--- src/rtl/memcmd_port.sv ---
module memcmd_port #(
  parameter int ADDR_W = 32,
  parameter int OFFS_W = 4
) (
  input  logic              clk,
  input  logic              rst_n,
  input  logic              op_valid,
  output logic              op_ready,
  input  logic              op_write,
  input  logic              op_llsc,
  input  logic              op_swap,
  input  logic [ADDR_W-1:0] op_addr,
  output logic              bus_valid,
  output logic [2:0]        bus_cmd,
  output logic [ADDR_W-1:0] bus_addr,
  input  logic              bus_accept,
  input  logic              bus_retry,
  input  logic              rsp_valid,
  output logic              done_valid,
  output logic              done_ok
);
  localparam int LINE_W = ADDR_W - OFFS_W;
  localparam logic [2:0] C_RD = 3'd0, C_LL = 3'd1, C_WR = 3'd2, C_SWP = 3'd3, C_SC = 3'd4;

  typedef enum logic [1:0] {S_IDLE, S_SEND, S_WAIT, S_BLK} st_t;
  st_t st;

  logic              link_vld;
  logic [LINE_W-1:0] link_line;
  logic [2:0]        cmd_q;
  logic [ADDR_W-1:0] addr_q;

  wire [2:0] op_cmd = !op_write ? (op_llsc ? C_LL : C_RD)
                    : op_swap   ? C_SWP
                    : op_llsc   ? C_SC : C_WR;
  wire take     = op_valid && op_ready;
  wire link_hit = link_vld && (op_addr[ADDR_W-1:OFFS_W] == link_line);
  wire sc_fail  = (op_cmd == C_SC) && !link_hit;
  wire same_ln  = addr_q[ADDR_W-1:OFFS_W] == link_line;

  assign op_ready  = (st == S_IDLE);
  assign bus_valid = (st == S_SEND);
  assign bus_cmd   = cmd_q;
  assign bus_addr  = addr_q;

  always_ff @(posedge clk) begin
    if (!rst_n) begin
      st         <= S_IDLE;
      link_vld   <= 1'b0;
      link_line  <= '0;
      cmd_q      <= C_RD;
      addr_q     <= '0;
      done_valid <= 1'b0;
      done_ok    <= 1'b0;
    end else begin
      done_valid <= 1'b0;
      case (st)
        S_IDLE: if (take) begin
          if (sc_fail) begin
            done_valid <= 1'b1;
            done_ok    <= 1'b0;
          end else begin
            cmd_q  <= op_cmd;
            addr_q <= op_addr;
            st     <= S_SEND;
          end
        end
        S_SEND: st <= bus_accept ? S_WAIT : S_BLK;
        S_WAIT: if (rsp_valid) begin
          done_valid <= 1'b1;
          done_ok    <= 1'b1;
          st         <= S_IDLE;
          if (cmd_q == C_LL) begin
            link_vld  <= 1'b1;
            link_line <= addr_q[ADDR_W-1:OFFS_W];
          end else if (cmd_q != C_RD && same_ln) begin
            link_vld <= 1'b0;
          end
        end
        S_BLK: if (bus_retry) st <= S_SEND;
        default: st <= S_IDLE;
      endcase
    end
  end

  assert_cmd_legal_R3: assert property (@(posedge clk) disable iff (!rst_n)
    bus_valid |-> bus_cmd <= C_SC);

  assert_refuse_blocks_R4: assert property (@(posedge clk) disable iff (!rst_n)
    (bus_valid && !bus_accept) |=> (!bus_valid && !op_ready));

  assert_retry_resends_R5: assert property (@(posedge clk) disable iff (!rst_n)
    (st == S_BLK && bus_retry) |=> bus_valid);

  assert_single_outstanding_R6: assert property (@(posedge clk) disable iff (!rst_n)
    bus_valid |-> !op_ready);

  assert_sc_fail_local_R8: assert property (@(posedge clk) disable iff (!rst_n)
    (done_valid && !done_ok) |-> $past(op_valid && op_write && op_llsc && !op_swap));

  assert_fail_no_bus_R8: assert property (@(posedge clk) disable iff (!rst_n)
    (done_valid && !done_ok) |-> !bus_valid);
endmodule

--- config.mk ---
export PLATFORM = sky130hd
export DESIGN_NAME = memcmd_port
export DESIGN_NICKNAME = d
export VERILOG_FILES = /design/src/rtl/memcmd_port.sv
export SDC_FILE = /design/constraint.sdc
export NUM_CORES = 1
export LEC_CHECK = 0
export BUFFER_PORTS_ARGS = -buffer_cell sky130_fd_sc_hd__buf_2
export CORE_AREA = 2 2 102 104
export DETAILED_ROUTE_END_ITERATION = 7
export DIE_AREA = 0 0 104 106
export PLACE_DENSITY = 0.64
export SLEW_MARGIN = 20
export SYNTH_ARGS = -nofsm -noshare
export SYNTH_HDL_FRONTEND = slang
export SYNTH_SLANG_ARGS = --single-unit
--- constraint.sdc ---
create_clock -name clk -period 3.4 [get_ports clk]
set_input_delay 1.02 -clock clk [delete_from_list [all_inputs] [get_ports clk]]
set_output_delay 1.02 -clock clk [all_outputs]
set_load 0.005 [all_outputs]
[After elaboration in Yosys (flattened, before gate mapping)]
Cells that the tools add are included.
Word-level totals
  register bits after elaboration: 68
  output and inout port bits: 39
  logic and storage cells: 54
Cells by class
  multiplexer cells: 20
  bitwise gates (word level): 1
  equality and inequality tests: 12
  reductions and logical operators: 14
Operators by type and width (number)
  28-bit equality test: 2
  1-bit two-way mux: 10
  3-bit two-way mux: 3
  3-bit AND reduction: 3
  2-bit two-way mux: 4
  2-bit one-hot mux with 4 select lines: 1
  4-bit AND reduction: 2
  2-bit != test, second input constant: 3
  2-bit equality test, second input constant: 2
  1-bit logical AND: 4
  2-bit by 1-bit != test with 1-bit output, second input constant: 2
  1-bit one-hot mux with 2 select lines: 2
  2-bit nonzero test: 2
  3-bit by 1-bit equality test with 1-bit output, second input constant: 1
  3-bit equality test, second input constant: 1
  3-bit nonzero test: 1
  2-bit by 1-bit equality test with 1-bit output, second input constant: 1
  2-bit logical NOT: 1
  1-bit logical NOT: 1
  1-bit NOT: 1

[Depth between registers and ports, before layout]
  word-level depth: 8
  gate-level depth with buffers: 9
  gate-level depth less buffers: 5

[Least setup slack after synthesis]
No wires, ideal clock.
  kind: in2reg
  from: input op_addr[30]
  to: register addr_q[0], in the netlist bus_addr[0]
  library setup time: 0.136 ns
  data arrival time: 2.274 ns
  buffers on the path: 1
  stages on the path: 6
  data required time: 3.264 ns
  path slack: 0.990 ns
  cells stage by stage: xnor2_1 -> nand4_1 -> nor4_4 -> and2_1 -> buf_4 -> o311ai_1
On the way
  word-level cells in the longest chain between the ends: 6
RTL lines
  start, declared: line 12  | input logic [ADDR_W-1:0] op_addr,
  28-bit equality test: line 37  | wire link_hit = link_vld && (op_addr[ADDR_W-1:OFFS_W] == link_line);
  1-bit logical AND: line 37
  1-bit logical NOT: line 38  | wire sc_fail = (op_cmd == C_SC) && !link_hit;
  1-bit logical AND: line 38
  1-bit NOT (no source line)
  3-bit AND reduction (no source line)
  end signal, assigned: line 64  | addr_q <= op_addr;
  end, declared: line 31  | logic [ADDR_W-1:0] addr_q;
Every way passes these cells.
A chain may end at the register's enable or synchronous reset.

[Worst setup path in the final report]
  from: input op_addr[28]
  to: register addr_q[28], in the netlist bus_addr[28]
On the way
  word-level cells in the longest chain between the ends: 6
RTL lines (line)
  28-bit equality test: 37
  1-bit logical AND: 37
  1-bit logical NOT: 38
  1-bit logical AND: 38
  1-bit NOT (no source line)
  3-bit AND reduction (no source line)
Several ways; a longest one is shown, not always the timed one.

==> run metrics <==
number of warnings issued by yosys 0; die boundary width about 100 um; worst clock skew on the final layout 0.00992 ns; Buffers on Ports 79; sum of overflow across all layers after global routing 0; number of nets produced by synthesis around 550; final max-slew violation count 0; Hold Path End link_vld$_SDFFE_PN0P_; nets@finish 605; worst flop-to-flop path startpoint link_line[7]$_SDFFE_PN0P_; critical path type input port to flip-flop; arrival time of data at the critical path endpoint 2.63 ns; Place WS about 0.64 ns; shortest clock period the worst path allows after layout 2.41 ns; worst-case vdd ir drop around 0.19 mV; worst relative slew slack 0.391; flop and latch count out of synthesis 68; placeable core region 0.0100 mm2; beginning of the worst hold path link_vld$_SDFFE_PN0P_; Clock Root Buffer clkbuf_8; routability congestion estimate from global placement 0.807; kind of launch point of the worst setup path input port; initial antenna violation count 0; Die H roughly 110 um; worst setup path start op_addr[28]; number of maximum-capacitance violations 0; GR Util All Layers 0.216; data required time at the worst endpoint 3.62 ns; average detailed-routed wire length per instance roughly 17 um; fillcell total between 1k and 1.5k; static leakage power 1.94 nW; largest net degree at the start of global routing 102; total power 1.94 mW; Total Die Area 0.0110 mm2; clock input transition at the sequential cells of the worst setup and hold paths ~0.070 ns; kind of end point of the critical path flip-flop; leading cell type in the layout, fill and taps excluded nand2_1; RSZ-0062 raised after global routing no; drt initial violations about 340; Netlist cell types 33; run status complete, no violations; Detailed Routing Iterations Pass 1 5; reg2reg end bus_addr[28]$_SDFFE_PN0P_; Worst-Skew Late Latency 0.36 ns; Total Wirelength about 12 mm; count of final setup violators 0; number of global-route vias before repair between 3k and 4k; post-synthesis sequential area ratio 0.353; starting density of the core 0.386; clock tree from TritonCTS done; number of inserted diodes 0; total negative slack 0 ns; Worst Slack Setup Final 0.992 ns; leading cell types in the layout, fill and taps excluded nand2_1 (94), buf_2 (79), dfxtp_1 (68); Worst Hold Class flip-flop to flip-flop; number of remaining DRC errors 0; area of the mapped netlist around 0.0039 mm2; final antenna-violating net count 0; largest fanout of any net on the critical path 16; Area growth syn-to-layout 18.4%; first-pass GRT wire length 19.2 mm; CTS resizes 0; power density relative to cell area 424 mW/mm2; count of H-tree levels built during CTS 3; CTS Buf Count 9; slew at the pin closest to its max-slew limit ~0.9 ns; number of hold buffers added after cts 0; via count about 4k; Post-CTS Repair Setup Buffers 0; maximum number of buffers from clock root to sink 2; Ports 80; mean post-synth cell area about 7.6 um2; R2R depth 7; worst hold path stage count 2; Final Hold Fails 0; via density per instance 5.68; Post-Syn Instances 505; number of sinks on the clock net 68; Max Freq 0.415 GHz; Register-to-Register Setup Slack 1.41 ns; share of layout cells above drive strength 1 0.199; detailed-placement wirelength estimate around 8 mm; final clock period utilization by the worst path 0.708; number of placement rows 37
## synthesized netlist by cell type
master,number,area [um2]
a31o_2,1,8.76
dfxtp_1,68,1360
a21oi_1,33,165
xor2_1,26,228
xnor2_1,30,263
a31oi_1,33,206
o41ai_1,1,8.76
nand2_1,94,353
a211oi_1,2,15.0
o2111ai_1,1,8.76
nor2_1,37,139
a211o_1,1,8.76
and3_1,34,213
nand2b_1,1,6.26
o311ai_1,29,254
nand3_1,36,180
o311ai_0,3,26.3
nor4_4,2,42.5
nor4_1,6,37.5
buf_4,3,22.5
nor3_1,3,15.0
inv_1,2,7.51
clkinv_1,1,3.75
and2_1,2,12.5
mux2i_1,1,10.0
o221a_2,1,11.3
a311oi_1,1,8.76
nand3b_1,1,7.51
o211ai_1,1,7.51
buf_2,8,40.0
nand4_1,8,50.1
clkbuf_1,34,128
nor2b_1,1,6.26
## routing by layer
layer | vias to the layer above | routed length [um] | global-route usage
met2 | 160 | 5420 | 0.333
li1 | 1932 | - | -
met3 | 25 | 840 | 0.0392
met1 | 1886 | 5230 | 0.291
met4 | 0 | 316 | 0.103
met5 | - | 0 | 0
## flip-flops by register name, indices dropped and copies added, names as in the netlist
| register | flops |
|---|---|
| bus_addr | 32 |
| link_line | 28 |
| bus_cmd | 3 |
| st | 2 |
| done_ok | 1 |
| done_valid | 1 |
| link_vld | 1 |
## metrics by stage
step | hold WS (ns) | area, um2 | utilization | std cells
CTS | 0.466 | 4570 | 0.457 | 705
detailed placement | 0.456 | 4350 | 0.435 | 689
global route | 0.497 | 4570 | 0.457 | 705
floorplan | 0.443 | 3850 | - | 505
finish | 0.466 | 4570 | 0.457 | 705
global placement | 0.452 | 4350 | 0.435 | 689
## kinds of logic (layout without fill, tap and decap cells)
group | Yosys count | after routing | share of synthesized area
flops | 68 | 68 | 0.353
compound gates | 107 | 107 | 0.189
simple gates | 225 | 225 | 0.276
buf+inv | 48 | 112 | 0.0523
xor+xnor | 56 | 56 | 0.127
mux | 1 | 1 | 0.00260
## how the worst max path moves through the flow
stage,to,cells after the start
floorplan,bus_addr[0]$_SDFFE_PN0P_,6
global placement,bus_addr[29]$_SDFFE_PN0P_,8
detailed placement,bus_addr[28]$_SDFFE_PN0P_,8
CTS,bus_addr[28]$_SDFFE_PN0P_,8
global route,bus_addr[28]$_SDFFE_PN0P_,8
finish,bus_addr[28]$_SDFFE_PN0P_,8
## power by group
part	internal (mW)	switching, mW	leakage, nW
Sequential	0.834	0.0457	0.553
Clock	0.430	0.323	0.113
Combinational	0.126	0.178	1.28
Total	1.39	0.547	1.94
## worst max-delay path, cell delays in order
cell and delay [ns]:
buf_2 0.13, xnor2_1 0.20, nand4_1 0.21, nor4_4 0.31, buf_4 0.20, and2_1 0.14, buf_4 0.26, o311ai_0 0.16
## cell type report
| cell class | instances | area, um2 | share of cell area |
|---|---|---|---|
| inverter | 3 | 11.3 | 0.00247 |
| clock inverter | 5 | 75.1 | 0.0164 |
| sequential | 68 | 1360 | 0.298 |
| clock buffer | 11 | 141 | 0.0310 |
| tap | 136 | 170 | 0.0373 |
| timing repair buffer | 93 | 513 | 0.112 |
| multi-input combinational | 389 | 2290 | 0.502 |
(Power assumes the default switching activity.)
